--- config.mk ---
export PLATFORM = sky130hd
export DESIGN_NAME = eew_shifter
export DESIGN_NICKNAME = d
export VERILOG_FILES = /design/src/rtl/eew_pkg.sv /design/src/rtl/eew_clkdiv.sv /design/src/rtl/eew_shreg.sv /design/src/rtl/eew_seq.sv /design/src/rtl/eew_shifter.sv
export SDC_FILE = /design/constraint.sdc
export NUM_CORES = 1
export LEC_CHECK = 0
export BUFFER_PORTS_ARGS = -buffer_cell sky130_fd_sc_hd__buf_2
export CAP_MARGIN = 20
export CORE_MARGIN = 3
export CORE_UTILIZATION = 40
export DETAILED_ROUTE_END_ITERATION = 10
export GPL_TIMING_DRIVEN = 0
export HOLD_SLACK_MARGIN = 0.1
export MAX_ROUTING_LAYER = met4
export PLACE_DENSITY = 0.65
export SLEW_MARGIN = 20
export SYNTH_ARGS = -nofsm -noshare
export SYNTH_HDL_FRONTEND = slang
export SYNTH_SLANG_ARGS = --single-unit
export TNS_END_PERCENT = 20
--- constraint.sdc ---
create_clock -name clk -period 1.1 [get_ports clk]
set_clock_uncertainty 0.05 [all_clocks]
set_input_delay 0.055 -clock clk [delete_from_list [all_inputs] [get_ports clk]]
set_output_delay 0.055 -clock clk [all_outputs]
set_load 0.1 [all_outputs]
--- src/rtl/eew_pkg.sv ---
package eew_pkg;
  localparam int unsigned EEW_DW = 8;
  localparam int unsigned EEW_CW = 4;
  localparam logic [EEW_CW-1:0] EEW_MAXBITS = 4'd8;

  typedef enum logic [1:0] {
    ST_IDLE = 2'd0,
    ST_LOW  = 2'd1,
    ST_HIGH = 2'd2,
    ST_WAIT = 2'd3
  } eew_state_e;

  typedef struct packed {
    logic              wfr;
    logic              hiz;
    logic              rd;
    logic [EEW_CW-1:0] cnt;
  } eew_cmd_t;
endpackage

--- src/rtl/eew_clkdiv.sv ---
module eew_clkdiv #(
  parameter int unsigned DIV_HALF = 250
) (
  input  logic clk,
  input  logic rst_n,
  input  logic run,
  output logic tick
);
  localparam int unsigned CW = (DIV_HALF > 1) ? $clog2(DIV_HALF) : 1;
  localparam logic [CW-1:0] LAST = CW'(DIV_HALF - 1);

  logic [CW-1:0] cnt_q, cnt_n;

  assign tick = run && (cnt_q == LAST);

  always_comb begin
    cnt_n = cnt_q;
    if (!run || tick) cnt_n = '0;
    else              cnt_n = cnt_q + 1'b1;
  end

  always_ff @(posedge clk or negedge rst_n) begin
    if (!rst_n) cnt_q <= '0;
    else        cnt_q <= cnt_n;
  end

  // half period bound
  a_r3_div_bound: assert property (@(posedge clk) disable iff (!rst_n)
    !run |=> (cnt_q == '0));
endmodule

--- src/rtl/eew_shreg.sv ---
module eew_shreg #(
  parameter int unsigned DW = 8
) (
  input  logic          clk,
  input  logic          rst_n,
  input  logic          load_en,
  input  logic [DW-1:0] load_val,
  input  logic          shl_en,
  input  logic          shl_bit,
  output logic [DW-1:0] q
);
  logic [DW-1:0] q_n;

  always_comb begin
    q_n = q;
    if (load_en)     q_n = load_val;
    else if (shl_en) q_n = {q[DW-2:0], shl_bit};
  end

  always_ff @(posedge clk or negedge rst_n) begin
    if (!rst_n) q <= '0;
    else        q <= q_n;
  end

  // host loads only while idle, shifts only while clocking
  a_r10_no_load_during_shift: assert property (@(posedge clk) disable iff (!rst_n)
    !(load_en && shl_en));
endmodule

--- src/rtl/eew_seq.sv ---
module eew_seq
  import eew_pkg::*;
(
  input  logic     clk,
  input  logic     rst_n,
  input  logic     start,
  input  eew_cmd_t cmd_in,
  input  logic     tick,
  input  logic     sd_i,
  output logic     busy,
  output logic     run,
  output logic     rise_ev,
  output logic     fall_ev,
  output logic     sclk,
  output logic     oe,
  output logic     irq,
  output eew_cmd_t cmd_q
);
  eew_state_e        state_q, state_n;
  logic [EEW_CW-1:0] bits_q, bits_n, eff_cnt;
  logic              sclk_n, oe_n, irq_n, rise_q, sd_prev_q;
  eew_cmd_t          cmd_n;

  assign eff_cnt = (cmd_in.cnt > EEW_MAXBITS) ? EEW_MAXBITS : cmd_in.cnt;
  assign busy    = (state_q != ST_IDLE);
  assign run     = (state_q == ST_LOW) || (state_q == ST_HIGH);

  always_comb begin
    state_n = state_q;
    bits_n  = bits_q;
    sclk_n  = sclk;
    oe_n    = oe;
    cmd_n   = cmd_q;
    rise_ev = 1'b0;
    fall_ev = 1'b0;
    case (state_q)
      ST_IDLE: if (start) begin
        cmd_n   = cmd_in;
        bits_n  = eff_cnt;
        state_n = ST_LOW;
        oe_n    = (eff_cnt == '0) ? ~cmd_in.hiz : ~cmd_in.rd;
      end
      ST_LOW: if (tick) begin
        if (bits_q == '0) begin
          state_n = (cmd_q.wfr && cmd_q.hiz) ? ST_WAIT : ST_IDLE;
        end else begin
          sclk_n  = 1'b1;
          rise_ev = 1'b1;
          state_n = ST_HIGH;
        end
      end
      ST_HIGH: begin
        if (rise_q && (bits_q == 4'd1) && cmd_q.hiz) oe_n = 1'b0;
        if (tick) begin
          sclk_n  = 1'b0;
          fall_ev = 1'b1;
          bits_n  = bits_q - 4'd1;
          state_n = ST_LOW;
        end
      end
      ST_WAIT: if (sd_i && !sd_prev_q) state_n = ST_IDLE;
      default: state_n = ST_IDLE;
    endcase
    irq_n = (state_q != ST_IDLE) && (state_n == ST_IDLE);
  end

  always_ff @(posedge clk or negedge rst_n) begin
    if (!rst_n) begin
      state_q   <= ST_IDLE;
      bits_q    <= '0;
      sclk      <= 1'b0;
      oe        <= 1'b0;
      cmd_q     <= '0;
      irq       <= 1'b0;
      rise_q    <= 1'b0;
      sd_prev_q <= 1'b1;
    end else begin
      state_q   <= state_n;
      bits_q    <= bits_n;
      sclk      <= sclk_n;
      oe        <= oe_n;
      cmd_q     <= cmd_n;
      irq       <= irq_n;
      rise_q    <= rise_ev;
      sd_prev_q <= sd_i;
    end
  end

  a_r3_sclk_idle_low: assert property (@(posedge clk) disable iff (!rst_n)
    !busy |-> !sclk);
  a_r3_bits_bound: assert property (@(posedge clk) disable iff (!rst_n)
    bits_q <= EEW_MAXBITS);
  a_r5_read_released: assert property (@(posedge clk) disable iff (!rst_n)
    (state_q == ST_HIGH) && cmd_q.rd |-> !oe);
  a_r8_wait_needs_hiz: assert property (@(posedge clk) disable iff (!rst_n)
    (state_q == ST_WAIT) |-> (cmd_q.wfr && cmd_q.hiz));
  a_r9_irq_on_fall: assert property (@(posedge clk) disable iff (!rst_n)
    irq |-> (!busy && $past(busy)));
  a_r10_cmd_held: assert property (@(posedge clk) disable iff (!rst_n)
    (busy && $past(busy)) |-> $stable(cmd_q));
endmodule

--- src/rtl/eew_shifter.sv ---
module eew_shifter
  import eew_pkg::*;
#(
  parameter int unsigned SYS_HZ = 250_000_000,
  parameter int unsigned SCK_HZ = 500_000
) (
  input  logic              clk,
  input  logic              rst_n,
  input  logic [EEW_DW-1:0] wr_val,
  input  logic              wr_data_en,
  input  logic              wr_ctrl_en,
  input  logic              wr_cs_en,
  output logic [EEW_DW-1:0] data_q,
  output logic [EEW_DW-1:0] status,
  output logic              busy,
  output logic              irq,
  output logic              cs_o,
  output logic              sclk_o,
  output logic              sd_o,
  output logic              sd_oe,
  input  logic              sd_i
);
  localparam int unsigned DIV_RAW  = SYS_HZ / (2 * SCK_HZ);
  localparam int unsigned DIV_HALF = (DIV_RAW < 1) ? 1 : DIV_RAW;

  logic [1:0] rsync_q;
  logic       rst_sn;
  logic       cs_n, start, load_en, tick, run, rise_ev, fall_ev, shl_en, shl_bit;
  eew_cmd_t   cmd_q;

  always_ff @(posedge clk or negedge rst_n) begin
    if (!rst_n) rsync_q <= 2'b00;
    else        rsync_q <= {rsync_q[0], 1'b1};
  end
  assign rst_sn = rsync_q[1];

  assign cs_n = wr_cs_en ? wr_val[0] : cs_o;
  always_ff @(posedge clk or negedge rst_sn) begin
    if (!rst_sn) cs_o <= 1'b0;
    else         cs_o <= cs_n;
  end

  assign start   = wr_ctrl_en && !busy;
  assign load_en = wr_data_en && !busy;
  assign shl_en  = (rise_ev && cmd_q.rd) || (fall_ev && !cmd_q.rd);
  assign shl_bit = cmd_q.rd ? sd_i : 1'b0;

  eew_clkdiv #(.DIV_HALF(DIV_HALF)) u_div (
    .clk(clk), .rst_n(rst_sn), .run(run), .tick(tick)
  );

  eew_seq u_seq (
    .clk(clk), .rst_n(rst_sn), .start(start),
    .cmd_in(eew_cmd_t'(wr_val[EEW_DW-2:0])), .tick(tick), .sd_i(sd_i),
    .busy(busy), .run(run), .rise_ev(rise_ev), .fall_ev(fall_ev),
    .sclk(sclk_o), .oe(sd_oe), .irq(irq), .cmd_q(cmd_q)
  );

  eew_shreg #(.DW(EEW_DW)) u_sr (
    .clk(clk), .rst_n(rst_sn), .load_en(load_en), .load_val(wr_val),
    .shl_en(shl_en), .shl_bit(shl_bit), .q(data_q)
  );

  assign sd_o   = data_q[EEW_DW-1];
  assign status = {busy, cmd_q};

  // write data only moves while the clock is low
  a_r4_data_stable_high: assert property (@(posedge clk) disable iff (!rst_sn)
    (sclk_o && $past(sclk_o)) |-> $stable(sd_o));
  a_r11_cs_hold: assert property (@(posedge clk) disable iff (!rst_sn)
    !$past(wr_cs_en) |-> $stable(cs_o));
endmodule

==> run metrics, run 1 <==
Worst setup EP type flip-flop; Worst Setup SP u_seq.bits_q[1]$_DFFE_PN0P_; number of synthesized register bits 37; drt initial violations 76; Arr. time, crit path 2.08 ns; antenna violations before repair 0; Seq/Total Area, Yosys 0.481; global-route wire length before repair 7.91 mm; detailed placement HPWL 3.07 mm; die height 75.5 um; vias in the first global route 1643; Clk pin slew, worst setup/hold paths 0.07 ns; area grow syn2layout 47.7%; layout cell share with drive strength beyond 1 0.494; GRT Util Overall 0.188; total core area 4500 um^2; min Tclk post-route 1.95 ns; ys flop type dfrtp_1; H-tree levels 2; drc violations 0; clk sinks 37; GRT overflow 0; DRT Wirelength 4.74 mm; ys async rst share 1.00; CTS root buffer clkbuf_8; max-slew violation count 0; via density per instance 5.35; Filler Cell Count 351; total CTS buffers 5; FP Rows 24; Die Wd 75.5 um; post-route worst setup slack -0.853 ns; failing checks negative setup slack; Synth Area per Inst 11.0 um^2; Worst EP required 1.22 ns; Core Util, Final 0.633; area occupied by multi-input gates 1060 um^2; Initial Util 0.428; input/output buffers 35; FF+latch area 932 um^2; ANT nets after route 0; cells after synthesis 175; post-DR wirelength/cell 15.6 um; Longest Clk Path Bufs 2; library cells used by synthesis 45; Max Clk Rate 512 MHz; GP Congestion 0.863; Ys Warns 0; worst skew pair latency 0.29 ns; TNS Setup -17.54 ns; antenna cell count 0; nets@finish 273; die area 5690 um^2; largest net degree at the start of global routing 25; Final Setup Violations 36; FF-to-FF Start u_seq.bits_q[1]$_DFFE_PN0P_; unrepaired setup endpoints after global routing yes; period utilisation layout 1.78; synthesized area 1930 um^2; synthesized netlist net count 198; Final Hold Vio Count 0; max capacitance violation total 0; critical path launch point type flip-flop; Min-Delay Path Class flip-flop to async pin; drt pass-1 iters 4; vias 1621; worst setup path class flip-flop to flip-flop; CTS tree yes; Post-synth EDFFs 0; io pins 36; Worst Path Max Fanout 8; hold_ws 0.0989 ns; outcome finished with violations
## per-layer routing
metal | up-vias | part of all wire | GRT usage
met1 | 791 | 0.45 | 0.247
met4 | 0 | 0.013 | 0.0641
met3 | 7 | 0.045 | 0.0409
li1 | 776 | - | -
met5 | - | 0 | -
met2 | 47 | 0.49 | 0.289
## worst paths after layout
check	endpoint	slack, ns	cells after the start
setup / recovery	u_sr.q[4]$_DFFE_PN0P_	-0.85	7
hold / removal	u_div.cnt_q[2]$_DFF_PN0_	0.1	0
setup reg to reg	u_sr.q[4]$_DFFE_PN0P_	-0.85	7
hold reg to reg	u_div.cnt_q[2]$_DFF_PN0_	0.1	0
max in group asynchronous	rsync_q[1]$_DFF_PN0_	0.31	3
min in group clk	u_seq.cmd_q[3]$_DFFE_PN0P_	0.11	3
## registers in the layout, summed over array words and instances, names as in the netlist
| register | count |
|---|---|
| u_div.cnt_q | 8 |
| u_sr.q | 8 |
| u_seq.cmd_q | 7 |
| u_seq.bits_q | 4 |
| rsync_q | 2 |
| u_seq.state_q | 2 |
| cs_o | 1 |
| u_seq.irq | 1 |
| u_seq.oe | 1 |
| u_seq.rise_q | 1 |
| u_seq.sclk | 1 |
| u_seq.sd_prev_q | 1 |
## cell families after synthesis
logic type                 count (synthesis)  share of synthesized area
and+or+nand+nor                           50                      0.139
DFF                                       37                      0.481
AOI/OAI and AO/OA                         34                      0.121
muxes                                     25                      0.145
buffers and inverters                     14                     0.0318
adders and majority gates                  9                     0.0584
xor gates and xnor gates                   5                     0.0227
other                                      1                    0.00194
## cell type report
type | count | share of cell area
Timing Repair Buffer | 68 | 0.216
Buffer | 4 | 0.0176
Clock inverter | 2 | 0.00351
Tap cell | 52 | 0.0228
Sequential cell | 37 | 0.327
Clock buffer | 6 | 0.0255
Multi-Input combinational cell | 124 | 0.373
Inverter | 10 | 0.0145
## cells in the mapped netlist, drive strengths merged, types with 2 or more instances
cell type,n,area share
mux2,24,0.14
buf,3,0.010
xor2,4,0.018
inv,10,0.019
nand3,5,0.013
nor4,2,0.0065
nand2,15,0.030
ha,9,0.058
dfrtp,36,0.47
and3,2,0.0071
a31oi,5,0.024
nor3b,2,0.0078
nor2,11,0.021
o21ai,16,0.047
a2bb2oi,2,0.0091
a21oi,5,0.013
a211o,2,0.0097
## critical path: stages, from the launching register on
cell     delay, ns
dfrtp_1       0.40
inv_2         0.09
ha_4          0.14
or3b_4        0.41
a31oi_4       0.22
o21ai_4       0.08
buf_12        0.15
mux2_4        0.29
## per-stage QoR
step | setup slack (ns) | instances | instance area, um^2
after floorplan | -0.757 | 175 | 1970
after global placement | -0.964 | 262 | 2210
after detailed placement | -0.962 | 263 | 2230
after CTS | -0.808 | 298 | 2730
after global routing | -0.908 | 303 | 2850
final | -0.853 | 303 | 2850
## layout by cell type (no fill, tap or decap), types with 2 or more instances in the layout
cell / synthesis / layout
nand2_2: 1 / 2
dfrtp_2: 0 / 4
nand2_1: 14 / 11
nand3_1: 5 / 5
ha_1: 9 / 6
xor2_1: 4 / 4
clkbuf_8: 0 / 5
dfrtp_1: 36 / 32
nor3b_1: 2 / 2
clkinv_2: 0 / 2
a21oi_2: 0 / 3
o21ai_1: 0 / 4
buf_8: 0 / 2
nor4_1: 2 / 2
o21ai_4: 1 / 2
buf_6: 0 / 13
o21ai_0: 15 / 8
buf_12: 0 / 5
buf_2: 1 / 13
inv_2: 0 / 4
a21oi_1: 5 / 2
a31oi_1: 4 / 4
inv_1: 10 / 5
a2bb2oi_1: 2 / 2
dlygate4sd3_1: 0 / 13
ha_4: 0 / 2
buf_4: 2 / 26
mux2_4: 0 / 4
nor2_1: 11 / 9
o21ai_2: 0 / 2
mux2_2: 24 / 20
## timing repair
| action | CTS | global route |
|---|---|---|
| endpoints found under the hold margin | 14 | 0 |
| pin swaps | 9 | 8 |
| buffers inserted | 14 | 6 |
| gates cloned | 0 | 0 |
| endpoints found under the setup margin | 55 | 46 |
| resized for setup | 57 | 22 |
| hold buffers | 13 | 0 |
Power of run 1 is left out: the tool's default activity adds up to more than one toggle a clock period on the data nets, which glitch-free logic cannot reach.
==> run 2: changes to the inputs <==
--- a/config.mk
+++ b/config.mk
@@ -5,15 +5,16 @@
 export SDC_FILE = /design/constraint.sdc
 export NUM_CORES = 1
 export LEC_CHECK = 0
-export BUFFER_PORTS_ARGS = -buffer_cell sky130_fd_sc_hd__buf_2
 export CAP_MARGIN = 20
 export CORE_MARGIN = 3
 export CORE_UTILIZATION = 40
+export CTS_CLUSTER_SIZE = 20
 export DETAILED_ROUTE_END_ITERATION = 10
+export DONT_BUFFER_PORTS = 1
 export GPL_TIMING_DRIVEN = 0
 export HOLD_SLACK_MARGIN = 0.1
 export MAX_ROUTING_LAYER = met4
-export PLACE_DENSITY = 0.65
+export PLACE_DENSITY = 0.56
 export SLEW_MARGIN = 20
 export SYNTH_ARGS = -nofsm -noshare
 export SYNTH_HDL_FRONTEND = slang
==> constraint.sdc (replaced) <==
create_clock -name clk -period 2.5 [get_ports clk]
set_clock_uncertainty 0.05 [all_clocks]
set_input_delay 0.125 -clock clk [delete_from_list [all_inputs] [get_ports clk]]
set_output_delay 0.125 -clock clk [all_outputs]
set_load 0.1 [all_outputs]
==> run 2 against run 1 <==
Against the previous run: the flow now finishes without violations; sequential share of layout area is 9.0 points higher; worst setup slack better by 1.0 ns; clock-buffer cell count stayed put; critical endpoint is now status[7].
==> run metrics, run 2 (synthesis results as in run 1) <==
antenna violations before repair 0; unrepaired setup endpoints after global routing no; Crit-path slowest cell clkinvlp_4; min Tclk post-route 2.35 ns; hold path depth 3; die height 75.5 um; GRT busiest layer met2; worst skew pair latency 0.29 ns; Die Wd 75.5 um; total CTS buffers 5; total core area 4500 um^2; post-DR wirelength/cell 16.7 um; Final Setup Violations 0; Max Clk Rate 426 MHz; max incr delay on CP 0.49 ns; critical path launch point type flip-flop; drt pass-1 iters 4; vias 1399; GRT Util Overall 0.169; Worst Path Max Fanout 7; Hold Startpoint wr_val[4]; CTS tree yes; clk sinks 37; input/output buffers 0; ANT nets after route 0; Final Hold Vio Count 0; Longest Clk Path Bufs 2; R2R cell count 6; Worst EP required 2.33 ns; largest net degree at the start of global routing 36; Worst setup EP type output port; DRT Wirelength 4.17 mm; largest registers u_div.cnt_q: 8 flops, u_sr.q: 8 flops, u_seq.cmd_q: 7 flops; slew margin rel. 0.289; area grow syn2layout 15.4%; CTS root buffer clkbuf_8; Reg2Reg Setup Slack 0.31 ns; layout cell share with drive strength beyond 1 0.218; via density per instance 5.62; H-tree levels 2; vias in the first global route 1462; hold_ws 0.190 ns; Arr. time, crit path 2.17 ns; global-route wire length before repair 6.91 mm; Initial Util 0.428; max-slew violation count 0; io pins 36; CP Cell Sequence inv_1, ha_1, buf_2, clkinvlp_4, buf_4; GRT overflow 0; Clk pin slew, worst setup/hold paths 0.08 ns; GP Congestion 0.816; FP Rows 24; worst setup path class flip-flop to output port; die area 5690 um^2; Min-Delay Path Class primary input to flip-flop; period utilisation layout 0.940; outcome finished clean; hold path endpoint u_seq.oe$_DFFE_PN0P_; antenna cell count 0; drc violations 0; GR Layer Usage met1 0.213; max capacitance violation total 0; detailed placement HPWL 2.99 mm; nets@finish 219; commonest cells after routing, fill and taps aside 35 x dfrtp_1, 24 x mux2_2, 15 x o21ai_0, 14 x nand2_1, 14 x dlygate4sd3_1; Filler Cell Count 424; R2R Path End u_sr.q[6]$_DFFE_PN0P_; drt initial violations 105; GR Util met3 0.0646; Core Util, Final 0.494; commonest non-fill, non-tap cell in the layout dfrtp_1; TNS Setup 0 ns; FF-to-FF Start u_seq.state_q[0]$_DFF_PN0_; slew at the pin closest to its max-slew limit 1.07 ns; met2 usage 0.237
==> run 2: cell types whose count changed in the layout (fill, tap and decap cells not counted), moves of 4 or more <==
cell     delta
buf_12      -5
buf_2      -12
buf_4      -24
buf_6      -13
inv_1       +4
inv_2       -4
mux2_2      +4
mux2_4      -4
o21ai_0     +7
o21ai_1     -4
==> run 2: metal layers <==
metal  wire length, um  part of all wire  vias up
met4                83             0.020        0
met2              1860              0.45       43
met1              1940              0.46      681
met5                 0                 0        -
met3               293             0.070       10
li1                  -                 -      665
==> run 2: cell type report <==
cell class,count,area [um^2],area share
Buffer,4,23.8,0.0107
Clock buffer,6,72.6,0.0326
Clock inverter,2,15.0,0.00674
Inverter,10,41.3,0.0185
Multi-Input combinational cell,124,941,0.422
Sequential cell,37,928,0.417
Tap cell,52,65.1,0.0292
Timing Repair Buffer,14,140,0.0629
==> run 2: how the worst max path moves through the flow <==
stage                     slack, ns                  end                       start  cells after the start
after floorplan                0.39  u_seq.irq$_DFF_PN0_  u_seq.state_q[0]$_DFF_PN0_                      6
after CTS                      0.14            status[7]  u_seq.state_q[0]$_DFF_PN0_                      5
after global placement         0.21  u_seq.irq$_DFF_PN0_  u_seq.state_q[0]$_DFF_PN0_                      6
after global routing           0.06            status[7]  u_seq.state_q[0]$_DFF_PN0_                      5
after detailed placement       0.15  u_seq.irq$_DFF_PN0_  u_seq.state_q[0]$_DFF_PN0_                      6
final                          0.15            status[7]  u_seq.state_q[0]$_DFF_PN0_                      5
==> run 2: worst max-delay path: cells and delay by family, from the launching register on <==
| family | cells | cell delay, ns |
|---|---|---|
| adders and majority gates | 1 | 0.16 |
| buffers and inverters | 4 | 1.29 |
| DFF | 1 | 0.43 |
==> run 2: what timing repair did <==
| item | CTS | global route |
|---|---|---|
| hold buffers | 14 | 0 |
| gates resized for setup | 1 | 0 |
| buffers inserted | 0 | 0 |
| setup endpoints to repair | 1 | 0 |
| hold endpoints to repair | 23 | 0 |
==> run 2: stage by stage <==
| stage | instance area, um^2 | std cells | worst slack [ns] |
|---|---|---|---|
| floorplan | 1930 | 175 | 0.390 |
| global placement | 1990 | 227 | 0.205 |
| detailed placement | 2000 | 227 | 0.148 |
| CTS | 2230 | 249 | 0.144 |
| global route | 2230 | 249 | 0.0633 |
| finish | 2230 | 249 | 0.151 |
Power of run 2 is left out for the same reason.
